## src/rtl/wpr_pkg.sv

```systemverilog
package wpr_pkg;
  localparam int unsigned NREG    = 4;
  localparam int unsigned SEL_W   = $clog2(NREG);
  localparam int unsigned OP_LSB  = 5;
  localparam int unsigned SEL_LSB = 2;

  typedef enum logic [2:0] {
    CMD_NONE,
    CMD_RD_WIPER,
    CMD_WR_WIPER,
    CMD_RD_DREG,
    CMD_WR_DREG,
    CMD_DREG_TO_WIPER,
    CMD_WIPER_TO_DREG
  } cmd_e;

  typedef enum logic [2:0] {
    ST_IDLE,
    ST_GET_HI,
    ST_GET_LO,
    ST_SEND_HI,
    ST_SEND_LO,
    ST_WAIT_STOP
  } state_e;
endpackage

```

## src/rtl/wpr_cmd_decode.sv

```systemverilog
module wpr_cmd_decode
  import wpr_pkg::*;
(
  input  logic [7:0]       instr,
  input  logic             rd,
  output cmd_e             cmd,
  output logic [SEL_W-1:0] sel
);
  logic [2:0] op;
  logic       resv_ok;

  always_comb begin
    op      = instr[OP_LSB +: 3];
    sel     = instr[SEL_LSB +: SEL_W];
    resv_ok = (instr[4] == 1'b0) && (instr[1:0] == 2'b00);
    cmd     = CMD_NONE;
    if (resv_ok) begin
      unique case ({rd, op})
        4'b1100: cmd = CMD_RD_WIPER;
        4'b0101: cmd = CMD_WR_WIPER;
        4'b1101: cmd = CMD_RD_DREG;
        4'b0110: cmd = CMD_WR_DREG;
        4'b1110: cmd = CMD_DREG_TO_WIPER;
        4'b0111: cmd = CMD_WIPER_TO_DREG;
        default: cmd = CMD_NONE;
      endcase
    end
  end
endmodule

```

## src/rtl/wpr_busy_timer.sv

```systemverilog
module wpr_busy_timer #(
  parameter int unsigned BUSY_CYCLES = 500000
) (
  input  logic clk,
  input  logic rst_n,
  input  logic start,
  output logic busy
);
  localparam int unsigned CW = $clog2(BUSY_CYCLES + 1);

  logic [CW-1:0] cnt_q;

  always_ff @(posedge clk or negedge rst_n) begin
    if (!rst_n)          cnt_q <= '0;
    else if (start)      cnt_q <= CW'(BUSY_CYCLES);
    else if (cnt_q != 0) cnt_q <= cnt_q - 1'b1;
  end

  assign busy = (cnt_q != '0);
endmodule

```

## src/rtl/wpr_reg_bank.sv

```systemverilog
module wpr_reg_bank
  import wpr_pkg::*;
#(
  parameter int unsigned             POS_W   = 10,
  parameter logic [NREG*POS_W-1:0]   DR_INIT = '0
) (
  input  logic                     clk,
  input  logic                     rst_n,
  input  logic                     dr_we,
  input  logic [SEL_W-1:0]         dr_sel,
  input  logic [POS_W-1:0]         dr_wdata,
  input  logic                     wip_we,
  input  logic [POS_W-1:0]         wip_wdata,
  output logic [NREG*POS_W-1:0]    dr_flat,
  output logic [POS_W-1:0]         wiper,
  output logic                     recall_act
);
  logic [POS_W-1:0] dr_q [NREG];

  for (genvar g = 0; g < NREG; g++) begin : g_dreg
    always_ff @(posedge clk or negedge rst_n) begin
      if (!rst_n)                             dr_q[g] <= DR_INIT[g*POS_W +: POS_W];
      else if (dr_we && dr_sel == SEL_W'(g))  dr_q[g] <= dr_wdata;
    end
    assign dr_flat[g*POS_W +: POS_W] = dr_q[g];
  end

  // One recall cycle after reset copies register 0 into the wiper.
  always_ff @(posedge clk or negedge rst_n) begin
    if (!rst_n) begin
      recall_act <= 1'b1;
      wiper      <= '0;
    end else begin
      recall_act <= 1'b0;
      if (recall_act)  wiper <= dr_q[0];
      else if (wip_we) wiper <= wip_wdata;
    end
  end
endmodule

```

## src/rtl/wpr_cmd_ctrl.sv

```systemverilog
module wpr_cmd_ctrl
  import wpr_pkg::*;
#(
  parameter int unsigned           POS_W       = 10,
  parameter int unsigned           BUSY_CYCLES = 500000,
  parameter logic [NREG*POS_W-1:0] DR_INIT     = '0
) (
  input  logic             clk,
  input  logic             rst_n,
  input  logic             in_valid,
  output logic             in_ready,
  input  logic [7:0]       in_byte,
  input  logic             in_first,
  input  logic             in_rd,
  input  logic             bus_stop,
  output logic             out_valid,
  input  logic             out_ready,
  output logic [7:0]       out_byte,
  input  logic             wp_n,
  output logic             busy,
  output logic [POS_W-1:0] wiper_pos
);
  localparam int unsigned HI_W = POS_W - 8;

  state_e             state_q;
  cmd_e               cmd_q, dec_cmd;
  logic [SEL_W-1:0]   sel_q, dec_sel;
  logic [HI_W-1:0]    hi_q;
  logic [POS_W-1:0]   pos_q, tx_val_q;
  logic               pend_q;

  logic [NREG*POS_W-1:0] dr_flat;
  logic [POS_W-1:0]   wiper_q, dr_at_dec, dr_at_sel, dr_wdata, wip_wdata;
  logic               recall_act, busy_int;
  logic               in_acc, out_acc, commit, dr_we, wip_we;

  wpr_cmd_decode u_dec (
    .instr (in_byte),
    .rd    (in_rd),
    .cmd   (dec_cmd),
    .sel   (dec_sel)
  );

  assign in_ready  = !busy_int && !recall_act;
  assign in_acc    = in_valid && in_ready;
  assign out_valid = (state_q == ST_SEND_HI) || (state_q == ST_SEND_LO);
  assign out_acc   = out_valid && out_ready;
  assign out_byte  = (state_q == ST_SEND_HI)
                   ? {{(8-HI_W){1'b0}}, tx_val_q[POS_W-1:8]}
                   : tx_val_q[7:0];

  assign dr_at_dec = dr_flat[dec_sel*POS_W +: POS_W];
  assign dr_at_sel = dr_flat[sel_q*POS_W +: POS_W];

  // Every register change is committed on the STOP edge.
  assign commit    = bus_stop && pend_q;
  assign wip_we    = commit && (cmd_q == CMD_WR_WIPER || cmd_q == CMD_DREG_TO_WIPER);
  assign wip_wdata = (cmd_q == CMD_WR_WIPER) ? pos_q : dr_at_sel;
  assign dr_we     = commit && wp_n && (cmd_q == CMD_WR_DREG || cmd_q == CMD_WIPER_TO_DREG);
  assign dr_wdata  = (cmd_q == CMD_WR_DREG) ? pos_q : wiper_q;

  always_ff @(posedge clk or negedge rst_n) begin
    if (!rst_n) begin
      state_q  <= ST_IDLE;
      cmd_q    <= CMD_NONE;
      sel_q    <= '0;
      hi_q     <= '0;
      pos_q    <= '0;
      tx_val_q <= '0;
      pend_q   <= 1'b0;
    end else if (bus_stop) begin
      state_q <= ST_IDLE;
      pend_q  <= 1'b0;
    end else if (in_acc && in_first) begin
      cmd_q  <= dec_cmd;
      sel_q  <= dec_sel;
      pend_q <= 1'b0;
      unique case (dec_cmd)
        CMD_RD_WIPER: begin
          tx_val_q <= wiper_q;
          state_q  <= ST_SEND_HI;
        end
        CMD_RD_DREG: begin
          tx_val_q <= dr_at_dec;
          state_q  <= ST_SEND_HI;
        end
        CMD_WR_WIPER, CMD_WR_DREG: state_q <= ST_GET_HI;
        CMD_DREG_TO_WIPER, CMD_WIPER_TO_DREG: begin
          pend_q  <= 1'b1;
          state_q <= ST_WAIT_STOP;
        end
        default: state_q <= ST_WAIT_STOP;
      endcase
    end else begin
      unique case (state_q)
        ST_GET_HI: if (in_acc) begin
          hi_q    <= in_byte[HI_W-1:0];
          state_q <= ST_GET_LO;
        end
        ST_GET_LO: if (in_acc) begin
          pos_q   <= {hi_q, in_byte};
          pend_q  <= 1'b1;
          state_q <= ST_WAIT_STOP;
        end
        ST_SEND_HI: if (out_acc) state_q <= ST_SEND_LO;
        ST_SEND_LO: if (out_acc) state_q <= ST_WAIT_STOP;
        default: ;
      endcase
    end
  end

  wpr_reg_bank #(
    .POS_W   (POS_W),
    .DR_INIT (DR_INIT)
  ) u_bank (
    .clk        (clk),
    .rst_n      (rst_n),
    .dr_we      (dr_we),
    .dr_sel     (sel_q),
    .dr_wdata   (dr_wdata),
    .wip_we     (wip_we),
    .wip_wdata  (wip_wdata),
    .dr_flat    (dr_flat),
    .wiper      (wiper_q),
    .recall_act (recall_act)
  );

  wpr_busy_timer #(
    .BUSY_CYCLES (BUSY_CYCLES)
  ) u_timer (
    .clk   (clk),
    .rst_n (rst_n),
    .start (dr_we),
    .busy  (busy_int)
  );

  assign busy      = busy_int;
  assign wiper_pos = wiper_q;
endmodule

```

## config.mk

```make
export PLATFORM = sky130hd
export DESIGN_NAME = wpr_cmd_ctrl
export DESIGN_NICKNAME = d
export VERILOG_FILES = /design/src/rtl/wpr_pkg.sv /design/src/rtl/wpr_cmd_decode.sv /design/src/rtl/wpr_busy_timer.sv /design/src/rtl/wpr_reg_bank.sv /design/src/rtl/wpr_cmd_ctrl.sv
export SDC_FILE = /design/constraint.sdc
export NUM_CORES = 1
export LEC_CHECK = 0
export ABC_AREA = 1
export BUFFER_PORTS_ARGS = -buffer_cell sky130_fd_sc_hd__buf_2
export CAP_MARGIN = 20
export CORE_MARGIN = 1
export CORE_UTILIZATION = 45
export CTS_CLUSTER_DIAMETER = 120
export DETAILED_ROUTE_END_ITERATION = 10
export SYNTH_ARGS = -nofsm -noshare
export SYNTH_HDL_FRONTEND = slang
export SYNTH_HIERARCHICAL = 1
export SYNTH_SLANG_ARGS = --single-unit
export TNS_END_PERCENT = 50
```

## constraint.sdc

```tcl
create_clock -name clk -period 1.8 [get_ports clk]
set_input_delay 0.18 -clock clk [delete_from_list [all_inputs] [get_ports clk]]
set_output_delay 0.18 -clock clk [all_outputs]
set_load 0.02 [all_outputs]
```

==> implementation parameters <==
Parameter                              Value

Run
  Reported max-cap violation count ... 0

STA
  Fmax achieved ... 0.544 GHz
  Portion of the clock cycle consumed by the worst path in the final layout ... 1.02
  Setup repair after global routing missed its margin ... true
  Tightest Pin Transition ... 0.533 ns
  Final-report max-slew violation count ... 0
  PnR worst setup slack ... -0.0366 ns
  Count of endpoints failing hold in the final timing report ... 0
  Post-route minimum period ... 1.84 ns
  Setup-failing EPs final ... 9
  Final sum of negative setup slack ... -0.0948 ns
  Max-slew headroom at the worst pin ... 0.644
  Final Skew ... 0.0141 ns

Layout
  Final Cell Area ... 0.00728 mm2
  Layout cells sized above 1 ... 0.237
  Area added between synthesis and finish ... 22.5%
  Non-filler instance count after layout ... 1086
  Total of fill cells in the finished design ... 1204
  Number of diodes ... 0
  Layout net count ... 926

GRT
  Initial antenna violation count ... 0
  Number of global-route vias before repair ... 5230
  Global-route total usage across every layer ... 0.269
  Leftover overflow at the end of global routing ... 0
  Largest net degree at the start of global routing ... 40
  Wire length of the first global-routing pass ... 27600 um

Placement
  Number of placed cells counting well taps ... 1062
  Port bufs ... 36
  Area of placed instances ... 0.00681 mm2
  Hpwl dp ... 12500 um
  Final GP Congestion ... 0.900

Logic synthesis
  Number of warning messages in the yosys log ... 6
  Post-Syn Instances ... 820
  Top post-synthesis cells by count ... sky130_fd_sc_hd__nand2_1 (288), sky130_fd_sc_hd__dfrtp_1 (100), sky130_fd_sc_hd__inv_1 (72)
  Count of flip-flops with a built-in enable after synthesis ... 0
  Post-synthesis async set-or-reset flop share ... 1.00
  #FFs+latches synth ... 101
  Synth cell types ... 37
  Portion of the post-synthesis area used by sequential elements ... 0.425
  Top cell type's share of synthesized area ... 0.421
  Synthesized area per cell ... 7.25 um2
  Most common cell in the netlist ... sky130_fd_sc_hd__nand2_1
  Syn nets ... 837
  Library cell occupying the most area in the post-synthesis netlist ... sky130_fd_sc_hd__dfrtp_1
  Area of the mapped netlist ... 0.00595 mm2
  Commonest register cell after synthesis ... sky130_fd_sc_hd__dfrtp_1
  Leading cell types by total area after synthesis ... sky130_fd_sc_hd__dfrtp_1 (42%), sky130_fd_sc_hd__nand2_1 (18%), sky130_fd_sc_hd__o21ai_0 (5.2%)

Critical path
  Arr. time, crit path ... 2.12 ns
  Required time at the worst-slack endpoint ... 2.08 ns
  Kind of capture point of the worst setup path ... register
  Crit start category ... register
  Worst setup path category ... register to register
  Critical Path Fanout Max ... 6

Detailed routing
  Drt via density ... 5.37
  DRT Wirelength ... 17400 um
  DRC ... 0
  Antenna viol nets, final ... 0
  Iteration count of the initial detailed-routing pass ... 5
  Via count ... 5836
  Drt first-iter violations ... 419
  Wire length per cell after detailed routing ... 16.0 um

Die
  Horizontal die dimension ... 117 um
  I/O pin cnt ... 37
  Core Footprint ... 0.0128 mm2
  Number of cell rows ... 41
  Vertical extent of the die ... 117 um
  Area of the die ... 0.0137 mm2
  Starting density of the core ... 0.465

Status
  Status ... finished, violations left
  Violated checks ... setup timing

Clock tree
  CTS Buf Count ... 9
  Later-pin clock latency in the skew report ... 0.36 ns
  Worst-path clk slew ... 0.08 ns
  Sink count of the clock tree ... 101
  Clock tree from TritonCTS ... done
  Number of buffers on the longest clock path ... 2
  Root buffer selected by CTS ... sky130_fd_sc_hd__clkbuf_16
  H-tree depth reported by CTS ... 3

Power and ir drop
  Total power density per cell area ... 691 mW/mm2
  Static leakage power ... 3.61 nW
  Worst VDD drop ... 0.000719 V

Worst hold path
  Hold WC Path Type ... primary input to register
## cells by family after synthesis
group	after synthesis	share of synthesized area
xor gates and xnor gates	1	0.00147
other	1	0.000631
adders and majority gates	1	0.00210
DFF	101	0.425
AOI/OAI and AO/OA	126	0.128
and+or+nand+nor	476	0.359
buffers and inverters	114	0.0842
## path summary, 6_finish.rpt
check | from | end | slack (ns) | cells past startpoint
setup reg to reg | u_timer/cnt_q[11] | tx_val_q[9] | -0.04 | 11
max in group asynchronous | rst_n | u_bank/dr_flat[25] | 1.02 | 3
hold / removal | in_byte[4] | pos_q[4] | 0.07 | 3
hold reg to reg | hi_q[0] | pos_q[8] | 0.50 | 2
setup / recovery | u_timer/cnt_q[11] | tx_val_q[9] | -0.04 | 11
min in group asynchronous | rst_n | state_q[0] | 0.24 | 2
## stage by stage
stage / hold slack (ns) / utilization / power (mW) / setup WS (ns)
6_report: 0.0689 / 0.570 / 5.03 / -0.0366
5_1_grt: 0.0587 / 0.570 / 5.24 / -0.104
4_1_cts: 0.0628 / 0.562 / 5.07 / -0.0100
3_5_place_dp: 0.0830 / 0.533 / 2.94 / -0.0186
3_3_place_gp: 0.0800 / 0.533 / 2.93 / 0.0000795
2_1_floorplan: -0.116 / - / 2.74 / -0.256
## placed cells by master (no fill, tap or decap), types with 11 or more instances in the layout
cell type | netlist | routed
sky130_fd_sc_hd__buf_4 | 4 | 67
sky130_fd_sc_hd__nand2_1 | 288 | 275
sky130_fd_sc_hd__nand2_2 | 6 | 18
sky130_fd_sc_hd__nand3_1 | 58 | 58
sky130_fd_sc_hd__inv_1 | 72 | 69
sky130_fd_sc_hd__nor2_1 | 68 | 62
sky130_fd_sc_hd__o21ai_2 | 20 | 21
sky130_fd_sc_hd__o21ai_0 | 62 | 54
sky130_fd_sc_hd__o22ai_1 | 18 | 15
sky130_fd_sc_hd__nand4_1 | 26 | 26
sky130_fd_sc_hd__o21ai_1 | 6 | 13
sky130_fd_sc_hd__nor2_4 | 8 | 11
sky130_fd_sc_hd__buf_2 | 16 | 34
sky130_fd_sc_hd__dfrtp_1 | 100 | 100
## power by group
part	switching [mW]	internal, mW	leakage, nW	total [mW]
Sequential	0.0392	2.30	1.22	2.34
Combinational	0.387	0.171	2.23	0.557
Clock	0.879	1.25	0.158	2.13
## per-layer routing
layer  wire (um)  GRT usage
met5           0          0
met4         145     0.0506
met3        1350     0.0705
met2        7880      0.424
met1        7990      0.376
## critical path: stages (launching register included)
cell                      delay, ns
sky130_fd_sc_hd__dfrtp_1       0.40
sky130_fd_sc_hd__nor2_2        0.15
sky130_fd_sc_hd__nand2_2       0.09
sky130_fd_sc_hd__nor2_4        0.14
sky130_fd_sc_hd__nand3_4       0.09
sky130_fd_sc_hd__nor2_4        0.16
sky130_fd_sc_hd__nand3_4       0.16
sky130_fd_sc_hd__nor2_8        0.18
sky130_fd_sc_hd__buf_12        0.12
sky130_fd_sc_hd__buf_4         0.10
sky130_fd_sc_hd__o21ai_1       0.06
sky130_fd_sc_hd__o22ai_1       0.10
## layout make-up
cell class | count | area, um2 | share of cell area
timing repair buffer | 115 | 886 | 0.122
clock inverter | 6 | 86.3 | 0.0119
multi-input combinational | 605 | 3040 | 0.417
clock buffer | 10 | 239 | 0.0328
sequential | 101 | 2530 | 0.347
tap | 172 | 215 | 0.0295
inverter | 77 | 293 | 0.0402
## timing repair
| action | in CTS | in global routing |
|---|---|---|
| hold buffers | 1 | 0 |
| endpoints found under the setup margin | 26 | 29 |
| gates resized for setup | 7 | 24 |
| pin swaps | 2 | 8 |
| hold endpoints to repair | 15 | 0 |
| buffers inserted | 2 | 5 |
## registers in the layout, indices dropped and copies added (netlist names)
signal,count
cmd_q,3
pend_q,1
u_timer/cnt_q,19
tx_val_q,10
hi_q,2
u_bank/dr_flat,40
sel_q,2
u_bank/recall_act,1
u_bank/wiper,10
pos_q,10
state_q,3
Note: power is estimated with default switching activity, not from simulation.
